### config.mk
export PLATFORM = sky130hd
export DESIGN_NAME = seqkey_guard
export DESIGN_NICKNAME = d
export VERILOG_FILES = /design/src/rtl/seqkey_pkg.sv /design/src/rtl/seqkey_tracker.sv /design/src/rtl/seqkey_datareg.sv /design/src/rtl/seqkey_readmux.sv /design/src/rtl/seqkey_guard.sv
export SDC_FILE = /design/constraint.sdc
export NUM_CORES = 1
export LEC_CHECK = 0
export ABC_CLOCK_PERIOD_IN_PS = 2150
export BUFFER_PORTS_ARGS = -buffer_cell sky130_fd_sc_hd__buf_2
export CAP_MARGIN = 20
export CORE_MARGIN = 1
export CORE_UTILIZATION = 35
export DETAILED_ROUTE_END_ITERATION = 8
export PLACE_DENSITY = 0.64
export RECOVER_POWER = 100
export SLEW_MARGIN = 20
export SYNTH_ARGS = -nofsm -noshare
export SYNTH_HDL_FRONTEND = slang
export SYNTH_HIERARCHICAL = 1
export SYNTH_SLANG_ARGS = --single-unit
### constraint.sdc
create_clock -name clk_i -period 2.15 [get_ports clk_i]
set_clock_uncertainty 0.1 [all_clocks]
set_input_delay 0.645 -clock clk_i [delete_from_list [all_inputs] [get_ports clk_i]]
set_output_delay 0.645 -clock clk_i [all_outputs]
set_load 0.02 [all_outputs]
### src/rtl/seqkey_pkg.sv
package seqkey_pkg;

    localparam int unsigned BYTE_W  = 8;
    localparam int unsigned KEY_LEN = 4;

    // Ordered unlock bytes; position sets the order of acceptance.
    function automatic logic [BYTE_W-1:0] key_byte(input int unsigned idx);
        logic [BYTE_W-1:0] b;
        case (idx)
            0:       b = 8'h32;
            1:       b = 8'h5D;
            2:       b = 8'h42;
            default: b = 8'hAC;
        endcase
        return b;
    endfunction

    localparam logic [BYTE_W-1:0] EXIT_BYTE = 8'h35;

endpackage

### src/rtl/seqkey_tracker.sv
module seqkey_tracker
    import seqkey_pkg::*;
#(
    parameter int unsigned STG_W = 3
) (
    input  logic              clk_i,
    input  logic              rst_ni,
    input  logic              key_wr_i,
    input  logic [BYTE_W-1:0] key_byte_i,
    output logic [STG_W-1:0]  stage_o,
    output logic              open_o
);
    localparam logic [STG_W-1:0] OPEN_STG = STG_W'(KEY_LEN);

    typedef struct packed {
        logic [STG_W-1:0] stage;
    } trk_t;

    trk_t trk_d, trk_q;

    always_comb begin
        trk_d = trk_q;
        if (key_wr_i) begin
            if (trk_q.stage == OPEN_STG) begin
                if (key_byte_i == EXIT_BYTE) trk_d.stage = '0;
            end else if (key_byte_i == key_byte(int'(trk_q.stage))) begin
                trk_d.stage = trk_q.stage + 1'b1;
            end else if (key_byte_i == key_byte(0)) begin
                trk_d.stage = STG_W'(1);
            end else begin
                trk_d.stage = '0;
            end
        end
    end

    always_ff @(posedge clk_i or negedge rst_ni) begin
        if (!rst_ni) trk_q <= '0;
        else         trk_q <= trk_d;
    end

    assign stage_o = trk_q.stage;
    assign open_o  = (trk_q.stage == OPEN_STG);
endmodule

### src/rtl/seqkey_datareg.sv
module seqkey_datareg #(
    parameter int unsigned DATA_W = 6
) (
    input  logic              clk_i,
    input  logic              rst_ni,
    input  logic              wr_i,
    input  logic              open_i,
    input  logic [DATA_W-1:0] wdata_i,
    output logic [DATA_W-1:0] value_o
);
    typedef struct packed {
        logic [DATA_W-1:0] value;
    } dreg_t;

    dreg_t dreg_d, dreg_q;

    always_comb begin
        dreg_d = dreg_q;
        if (wr_i && open_i) dreg_d.value = wdata_i;
    end

    always_ff @(posedge clk_i or negedge rst_ni) begin
        if (!rst_ni) dreg_q <= '0;
        else         dreg_q <= dreg_d;
    end

    assign value_o = dreg_q.value;
endmodule

### src/rtl/seqkey_readmux.sv
module seqkey_readmux #(
    parameter int unsigned ADDR_W    = 8,
    parameter int unsigned DATA_W    = 6,
    parameter logic [ADDR_W-1:0] KEY_ADDR  = 8'h32,
    parameter logic [ADDR_W-1:0] DATA_ADDR = 8'h36
) (
    input  logic [ADDR_W-1:0] rd_addr_i,
    input  logic              open_i,
    input  logic [DATA_W-1:0] value_i,
    output logic [7:0]        rd_data_o
);
    localparam int unsigned PAD_W = 8 - DATA_W;

    always_comb begin
        rd_data_o = '0;
        if (rd_addr_i == KEY_ADDR)       rd_data_o = {7'b0, open_i};
        else if (rd_addr_i == DATA_ADDR) rd_data_o = {{PAD_W{1'b0}}, value_i};
    end
endmodule

### src/rtl/seqkey_guard.sv
module seqkey_guard
    import seqkey_pkg::*;
#(
    parameter int unsigned ADDR_W    = 8,
    parameter int unsigned DATA_W    = 6,
    parameter logic [ADDR_W-1:0] KEY_ADDR  = 8'h32,
    parameter logic [ADDR_W-1:0] DATA_ADDR = 8'h36
) (
    input  logic              clk_i,
    input  logic              rst_ni,
    input  logic              wr_en_i,
    input  logic [ADDR_W-1:0] addr_i,
    input  logic [7:0]        wdata_i,
    input  logic [ADDR_W-1:0] rd_addr_i,
    output logic [7:0]        rd_data_o,
    output logic [DATA_W-1:0] data_out_o,
    output logic              unlocked_o
);
    localparam int unsigned STG_W = $clog2(KEY_LEN + 1);

    logic             key_wr, data_wr, open;
    logic [STG_W-1:0] stage_q;

    assign key_wr  = wr_en_i && (addr_i == KEY_ADDR);
    assign data_wr = wr_en_i && (addr_i == DATA_ADDR);

    seqkey_tracker #(.STG_W(STG_W)) trk_i (
        .clk_i(clk_i), .rst_ni(rst_ni), .key_wr_i(key_wr),
        .key_byte_i(wdata_i), .stage_o(stage_q), .open_o(open)
    );

    seqkey_datareg #(.DATA_W(DATA_W)) dreg_i (
        .clk_i(clk_i), .rst_ni(rst_ni), .wr_i(data_wr), .open_i(open),
        .wdata_i(wdata_i[DATA_W-1:0]), .value_o(data_out_o)
    );

    seqkey_readmux #(.ADDR_W(ADDR_W), .DATA_W(DATA_W),
                     .KEY_ADDR(KEY_ADDR), .DATA_ADDR(DATA_ADDR)) rmux_i (
        .rd_addr_i(rd_addr_i), .open_i(open), .value_i(data_out_o),
        .rd_data_o(rd_data_o)
    );

    assign unlocked_o = open;
endmodule

[Yosys cells after proc, flatten, opt, wreduce, memory -nomap -nowiden]
Cells that the tools add are included.
Word-level totals
  register bits: 9
  output and inout port bits: 15
  bits of input ports: 27
  logic and storage cells: 28
Cells by class
  eq/ne operators: 11
  add/subtract/negate cells: 1
  reductions and logical operators: 5
  multiplexer cells: 9
Operators with widths (count)
  == test 8 x 6 -> 1 bit (second input constant): 6
  2-to-1 mux 8 bit: 3
  case mux 8 bit (3 select lines): 1
  2-to-1 mux 3 bit: 3
  == test 8 bit: 1
  2-to-1 mux 6 bit: 1
  adder 3 x 1 -> 3 bit (second input constant): 1
  == test 3 x 1 -> 1 bit (second input constant): 1
  == test 3 x 2 -> 1 bit (second input constant): 1
  == test 3 bit (second input constant): 1
  logical AND 1 bit: 3
  logical NOT 3 bit: 1
  != test 2 bit (second input constant): 1
  AND reduction 2 bit: 1
  2-to-1 mux 1 bit: 1

[Logic depth before layout (Yosys ltp)]
Gate-level depths: netlist (run 1).
  word-level depth: 7
  gate-level depth with buffers: 7
  mapped depth without buffers: 7

[Hierarchy]
The synthesis (run 1) kept the hierarchy.
Modules (own cells, without submodules)
  seqkey_tracker: instances 1, cells each 58, area each 429.2 um2, sequential area each 75.1 um2
  seqkey_datareg: instances 1, cells each 13, area each 251.5 um2, sequential area each 150.1 um2
  seqkey_readmux: instances 1, cells each 19, area each 186.4 um2, sequential area each 0.0 um2
  seqkey_guard: instances 1, cells each 5, area each 32.5 um2, sequential area each 0.0 um2

[Least setup slack after synthesis (run 1)]
OpenSTA, ideal clock, no wires.
  path kind: input port to output port
  from: input rd_addr_i[0]
  to: output rd_data_o[1]
  required time: 1405 ps
  path slack: -156 ps
  arrival time: 1561 ps
  cell stages on the path: 3
  path buffers: 1
  path through: or3b_1 -> buf_6 -> nor4_2
On the way
  longest elaborated chain between the ends: 3
  elaborated cells between the ends (all ways): 4
  those cells by class: 2 x eq/ne; 2 x mux
Ends and longest elaborated chain
  start: declaration: RTL line seqkey_guard.sv:14  | input logic [ADDR_W-1:0] rd_addr_i,
  == test 8 x 6 -> 1 bit: RTL line seqkey_readmux.sv:17  | else if (rd_addr_i == DATA_ADDR) rd_data_o = {{PAD_W{1'b0}}, value_i};
  2-to-1 mux 6 bit: RTL line seqkey_readmux.sv:17
  2-to-1 mux 8 bit (*): RTL line seqkey_readmux.sv:16  | if (rd_addr_i == KEY_ADDR) rd_data_o = {7'b0, open_i};
  end: declaration: RTL line seqkey_guard.sv:15  | output logic [7:0] rd_data_o,
Every way passes the cells marked *; elsewhere a longest branch is shown, timed or not.

[Final worst setup path (run 1)]
  from: input rd_addr_i[0]
  to: output rd_data_o[2]
The elaborated chain is that of the path after synthesis.

==> results of run 1 <==
## power groups by stage
stage               clock, µW  combinational (µW)  sequential (µW)
CTS                       146                77.1              169
finish                    139                76.5              169
global route              150                84.5              169
floorplan                   0                36.8              173
detailed placement          0                74.8              173
global placement            0                72.1              173
## final cells by class
class / count / area [µm²]
fillers: 241 / 1110
multi-input cells: 71 / 676
repair buffers: 54 / 330
flip-flops and latches: 9 / 225
inverters: 12 / 45.0
well taps: 30 / 37.5
clock buffers: 4 / 26.3
## layer usage
| layer | vias up | share of wire (%) | track usage [%] | routed length, µm |
|---|---|---|---|---|
| met3 | 2 | 5.3 | 2.90 | 120 |
| li1 | 454 | - | - | - |
| met5 | - | 0 | 0 | 0 |
| met2 | 28 | 55 | 32.1 | 1260 |
| met1 | 424 | 38 | 19.0 | 875 |
| met4 | 0 | 1.0 | 3.95 | 23 |
## worst min-delay path by stage
stage | start | endpoint | slack (ns) | cells after the start
global route | rst_ni | trk_i/stage_o[0] | 0.24 | 1
floorplan | rst_ni | dreg_i/value_o[0] | 0.25 | 0
CTS | rst_ni | trk_i/stage_o[0] | 0.12 | 1
global placement | rst_ni | trk_i/stage_o[0] | 0.41 | 1
detailed placement | rst_ni | trk_i/stage_o[0] | 0.41 | 1
finish | rst_ni | trk_i/stage_o[0] | 0.21 | 1
## synth_stat cells, drive strengths merged, types with 2 or more instances
cell,count,area [µm²]
a21oi,2,10.0
and2,3,18.8
buf,3,26.3
dfrtp,9,225
ha,4,50.1
inv,12,45.0
mux2,6,90.1
mux2i,2,20.0
nand2,4,22.5
nand3,2,10.0
nand3b,2,15.0
nor2,6,22.5
nor3,7,46.3
nor4,6,77.6
o21ai,4,20.0
o22ai,2,12.5
or3,2,12.5
## repair_timing
item / 4_1_cts / 5_1_grt
pin swaps: 1 / 6
gates resized for setup: 11 / 18
cloned: 0 / 0
setup buffers: 1 / 2
setup endpoints to repair: 6 / 10
## cells by family after synthesis
logic type               synth area share (%)
XOR/XNOR                                0.974
flip-flops                               25.0
multiplexers                             12.2
adder cells (fa/ha/maj)                  5.56
AO/OA/AOI/OAI                            11.7
other                                   0.417
AND/OR/NAND/NOR                          35.7
buffers and inverters                    8.34
## sequential cells by signal, indices dropped and copies added, names as in the netlist
name	flops
trk_i/stage_o	3
dreg_i/value_o	6
## through the flow
step	utilization (%)	cell area [µm²]	hold slack (ns)	total power [µW]
floorplan	-	943	0.249	209
global placement	50.7	1240	0.410	245
detailed placement	50.7	1240	0.412	247
CTS	53.5	1310	0.117	392
global route	54.6	1340	0.244	404
finish	54.6	1340	0.208	385
## cells in the final DEF, fill, tap and decap left out, drive strengths merged, types with 2 or more instances in the layout
cell type / synthesis / layout
buf: 3 / 46
nand2: 4 / 4
nand3b: 2 / 2
nor4: 6 / 6
conb: 1 / 2
o21ai: 4 / 4
nor3: 7 / 7
inv: 12 / 12
nand3: 2 / 2
ha: 4 / 4
nor2: 6 / 6
clkbuf: 1 / 12
o22ai: 2 / 2
mux2: 6 / 6
a21oi: 2 / 2
dfrtp: 9 / 9
or3: 2 / 2
and2: 3 / 3
mux2i: 2 / 2
==> results.tsv, run 1 <==
stage	metric	value	unit
outcome	outcome	complete, but fails checks	
outcome	failed_checks	negative setup slack	
place	routabilityCongestion	0.833	
critical_path	end_kind	output pin	
floorplanning	die-area	2780	µm²
floorplanning	core	2450	µm²
critical_path	crit_path_cell_trace	buf_6 -> or3b_4 -> nor4_4 -> buf_4	
critical_path	start_kind	primary input	
final_layout	final_net_count	182	
place	hpwl	1.78	mm
synth	synth_edf_count	0	
clock_network	numCtsBuffers	3	
global_route	grt_pass1_vias	816	
synth	syn_area	900	µm²
floorplanning	die_y	52.7	µm
clock_network	clock-sinks	9	
synth	synthCells	95	
sta	setup_tns	-0.824	ns
power_and_ir_drop	powerDensity	287	nW/µm²
power_and_ir_drop	pwr-share-comb	19.9	%
floorplanning	io_pins	42	
place	dpl_worst_slack	-0.234	ns
global_route	grt_pass1_wl	3.39	mm
drt	via_per_inst	5.04	
clock_network	cts.clk_slew.worst_paths	0.07	ns
synth	syn_area_per_cell	9.47	µm²
final_layout	diodes	0	
drt	drt_iter0_markers	12	
power_and_ir_drop	leakagePower	0.000655	µW
sta	finalCriticalPeriod	2.30	ns
critical_path	crit_slowest_cell	or3b_4	
sta	drv_slew	0	
critical_path	critical_path_class	primary input to output pin	
floorplanning	rows	18	
global_route	antenna_found_initial	0	
place	port_buffers	39	
final_layout	drive_gt1_share	50.7	%
floorplanning	start_util	36.6	%
drt	drc_errors	0	
sta	hold_violations	0	
clock_network	clkLatencyLatePin	0.27	ns
drt	wirelength	2.28	mm
sta	min_period_over_period	107	%
power_and_ir_drop	pwr-share-clk	36.1	%
synth	async_flop_share	100	%
critical_path	path_depth	4	
drt	antenna_left	0	
sta	fin_ws	-0.152	ns
clock_network	htreeDepth	1	
clock_network	root_buffer	clkbuf_4	
power_and_ir_drop	p_int	277	µW
job	maxCapViolations	0	
drt	vias	908	
critical_path	cp_top_family	simple AND/OR/NAND/NOR gates	
floorplanning	dieWidth	52.7	µm
sta	rsz0062_at_grt	yes	
clock_network	clock_path_buffers	2	
clock_network	cts_tree	built	
synth	ys_seq_area_share	25.0	%
drt	wl_per_cell	12.7	µm
clock_network	hold_buffers	0	
synth	ys_dominant_reg_cell	dfrtp_1	
global_route	grt_max_degree	12	
synth	synth-seq-cells	9	
critical_path	rrSetupSlack	0.02	ns
critical_path	worstReg2RegEnd	trk_i/stage_o[1]	
synth	synth_cell_types	41	
critical_path	worstPathArrival	1.56	ns
critical_path	slowest_delay	0.48	ns
drt	drt-pass1-iter-count	4	
critical_path	critPathMaxFanout	6	
critical_path	reg2regPathDepth	7	
critical_path	cp_num_buf_inv	2	
sta	fmax	434	MHz
power_and_ir_drop	switching_share	28.1	%
final_layout	area_delta_synth_final	49.0	%
synth	ys.warnings.count	6	
sta	setup_viol	6	
critical_path	endpoint	rd_data_o[2]	
power_and_ir_drop	ir_worst_vdd	0.000172	V
global_route	grt-ovfl-total	0	
place	dp_cells	174	
min_path	hp-class	primary input to asynchronous set/reset pin	
power_and_ir_drop	switchingPower	108	µW
power_and_ir_drop	seqPwrFrac	44.0	%
critical_path	rr_startpoint	trk_i/stage_o[1]	
critical_path	crit_required	1.40	ns
global_route	grtUsageTotal	16.8	%
final_layout	fin_cells	180	
critical_path	crit_start	rd_addr_i[0]	
(Power assumes the default switching activity.)
==> run 2, diff against run 1 <==
- REMOVE_ABC_BUFFERS: default -> 1
- SKIP_LAST_GASP: default -> 1
==> results.tsv, run 2 (same netlist as run 1, synthesis figures left out) <==
stage	metric	value	unit	change
clock_network	numCtsBuffers	3		unchanged
drt	via_per_inst	4.94		-2.0%
critical_path	cp_top_family	simple AND/OR/NAND/NOR gates		
critical_path	critical_path_class	primary input to output pin		
sta	relSlewSlack	66.6	%	
floorplanning	io_pins	42		unchanged
final_layout	final_net_count	181		-0.55%
global_route	grt_pass1_wl	3.35	mm	-1.2%
global_route	grt_pass1_vias	840		+2.9%
global_route	antenna_found_initial	0		unchanged
global_route	grtUsageTotal	16.5	%	-0.35 points
power_and_ir_drop	power	382	µW	-0.64%
min_path	hp-class	primary input to asynchronous set/reset pin		
place	dpl_worst_slack	-0.286	ns	-0.0521 ns
critical_path	worstReg2RegEnd	trk_i/stage_o[1]		
final_layout	fillers	236		-2.1%
final_layout	multi_input_area	636	µm²	-5.9%
power_and_ir_drop	switchingPower	105	µW	-2.6%
sta	hold_violations	0		unchanged
drt	wl_per_cell	12.4	µm	-1.9%
final_layout	area_delta_synth_final	42.7	%	
sta	worst_pin_slew	0.502	ns	
critical_path	rr_startpoint	trk_i/stage_o[1]		
power_and_ir_drop	leakagePower	0.000636	µW	-2.9%
power_and_ir_drop	p_int	277	µW	+0.13%
global_route	top_usage_layer	met2		
critical_path	path_depth	4		unchanged
power_and_ir_drop	pwr-share-clk	36.0	%	about the same
critical_path	slowest_delay	0.47	ns	about the same
critical_path	crit_path_cell_trace	buf_6 -> or3b_4 -> nor4_2 -> buf_2		
critical_path	start_kind	primary input		
drt	drt-pass1-iter-count	4		unchanged
floorplanning	core	2450	µm²	unchanged
floorplanning	die_y	52.7	µm	unchanged
critical_path	worstPathArrival	1.55	ns	about the same
sta	rsz0062_at_grt	yes		
clock_network	cts_tree	built		
place	routabilityCongestion	0.862		+3.5%
floorplanning	die-area	2780	µm²	unchanged
power_and_ir_drop	switching_share	27.6	%	-0.56 points
critical_path	endpoint	rd_data_o[3]		
drt	vias	885		-2.5%
sta	fmax	436	MHz	+0.28%
global_route	grt_max_degree	12		unchanged
floorplanning	dieWidth	52.7	µm	unchanged
clock_network	clock-sinks	9		unchanged
final_layout	layout_common_cells	buf_2, buf_4, inv_1		
critical_path	end_kind	output pin		
critical_path	critPathMaxFanout	6		unchanged
power_and_ir_drop	powerDensity	298	nW/µm²	+3.7%
drt	drt_iter0_markers	10		-2
clock_network	htreeDepth	1		unchanged
clock_network	hold_buffers	0		unchanged
clock_network	root_buffer	clkbuf_4		
global_route	grt-ovfl-total	0		unchanged
clock_network	clkLatencyLatePin	0.26	ns	about the same
global_route	grt_util_met2	34.4	%	+2.3 points
power_and_ir_drop	seqPwrFrac	44.3	%	+0.3 points
global_route	gr-usage-met1	16.1	%	-2.9 points
drt	wirelength	2.22	mm	-2.4%
critical_path	reg2regPathDepth	7		unchanged
final_layout	fin_util	52.3	%	-2.3 points
critical_path	cp_num_buf_inv	2		unchanged
clock_network	cts.clk_slew.worst_paths	0.07	ns	about the same
final_layout	final_common_cell	buf_2		
place	hpwl	1.76	mm	-1.2%
sta	min_period_over_period	107	%	-0.30 points
final_layout	layout.area.seq	225	µm²	unchanged
place	port_buffers	39		unchanged
critical_path	rrSetupSlack	0.02	ns	about the same
critical_path	crit_slowest_cell	or3b_4		
power_and_ir_drop	ir_worst_vdd	0.000205	V	+19%
outcome	outcome	complete, but fails checks		
final_layout	drive_gt1_share	48.3	%	-2.3 points
global_route	grtUsageMet3	2.90	%	unchanged
power_and_ir_drop	pwr-share-comb	19.8	%	about the same
sta	finalCriticalPeriod	2.30	ns	-0.00640 ns
drt	antenna_left	0		unchanged
final_layout	largest_reg_flops	6		unchanged
drt	drc_errors	0		unchanged
outcome	failed_checks	negative setup slack		
job	maxCapViolations	0		unchanged
clock_network	clock_path_buffers	2		unchanged
critical_path	crit_start	rd_addr_i[3]		
floorplanning	start_util	36.6	%	unchanged
floorplanning	rows	18		unchanged
critical_path	crit_required	1.40	ns	about the same
sta	setup_viol	6		unchanged
sta	fin_ws	-0.146	ns	+0.00640 ns
final_layout	diodes	0		unchanged
sta	drv_slew	0		unchanged
run 2: cell types whose count changed in the layout (fill, tap and decap cells not counted), sizes merged:
cell,previous run,this run
buf,46,44
clkbuf,12,13
run 2: routing by layer:
| metal | vias to the layer above | part of all wire [%] |
|---|---|---|
| li1 | 447 | - |
| met2 | 27 | 54 |
| met3 | 2 | 6.2 |
| met1 | 409 | 39 |
| met5 | - | 0 |
| met4 | 0 | 0.54 |
run 2: cell type report:
class | instances | area share, %
clock buffers | 4 | 2.05
flip-flops and latches | 9 | 17.5
inverters | 12 | 3.51
well taps | 30 | 2.92
repair buffers | 53 | 24.5
multi-input cells | 71 | 49.5
run 2: metrics by stage:
stage	hold slack (ns)	cell area (µm²)	cells	setup TNS, ns
floorplan	0.249	873	92	-1.01
global placement	0.411	1190	172	-2.38
detailed placement	0.417	1190	172	-2.53
CTS	0.126	1260	178	-0.700
global route	0.254	1280	179	-0.980
finish	0.212	1280	179	-0.717
run 2: worst reg2reg max path: stages (launching register included):
cell	delay, ns
dfrtp_1	0.37
buf_4	0.14
ha_2	0.17
or3_1	0.34
a2111o_1	0.43
o211ai_2	0.09
and3_1	0.24
a32o_2	0.18
run 2: power by group through the flow:
stage	clock network (µW)	registers, µW	logic, µW
after detailed placement	0	173	70.7
after CTS	147	169	73.1
after global placement	0	173	67.7
final	137	169	75.6
after global routing	153	169	83.5
after floorplan	0	173	29.1
run 2: timing repair:
item,CTS,global route
pin swaps,2,4
setup endpoints to repair,7,9
resized for setup,10,13
setup buffers,2,1
run 2: how the worst min path moves through the flow:
stage / start / endpoint / depth (start not counted)
2_1_floorplan: rst_ni / dreg_i/value_o[0] / 0
3_3_place_gp: rst_ni / trk_i/stage_o[0] / 1
3_5_place_dp: rst_ni / trk_i/stage_o[0] / 1
4_1_cts: rst_ni / trk_i/stage_o[1] / 1
5_1_grt: rst_ni / trk_i/stage_o[0] / 1
6_report: rst_ni / trk_i/stage_o[0] / 1
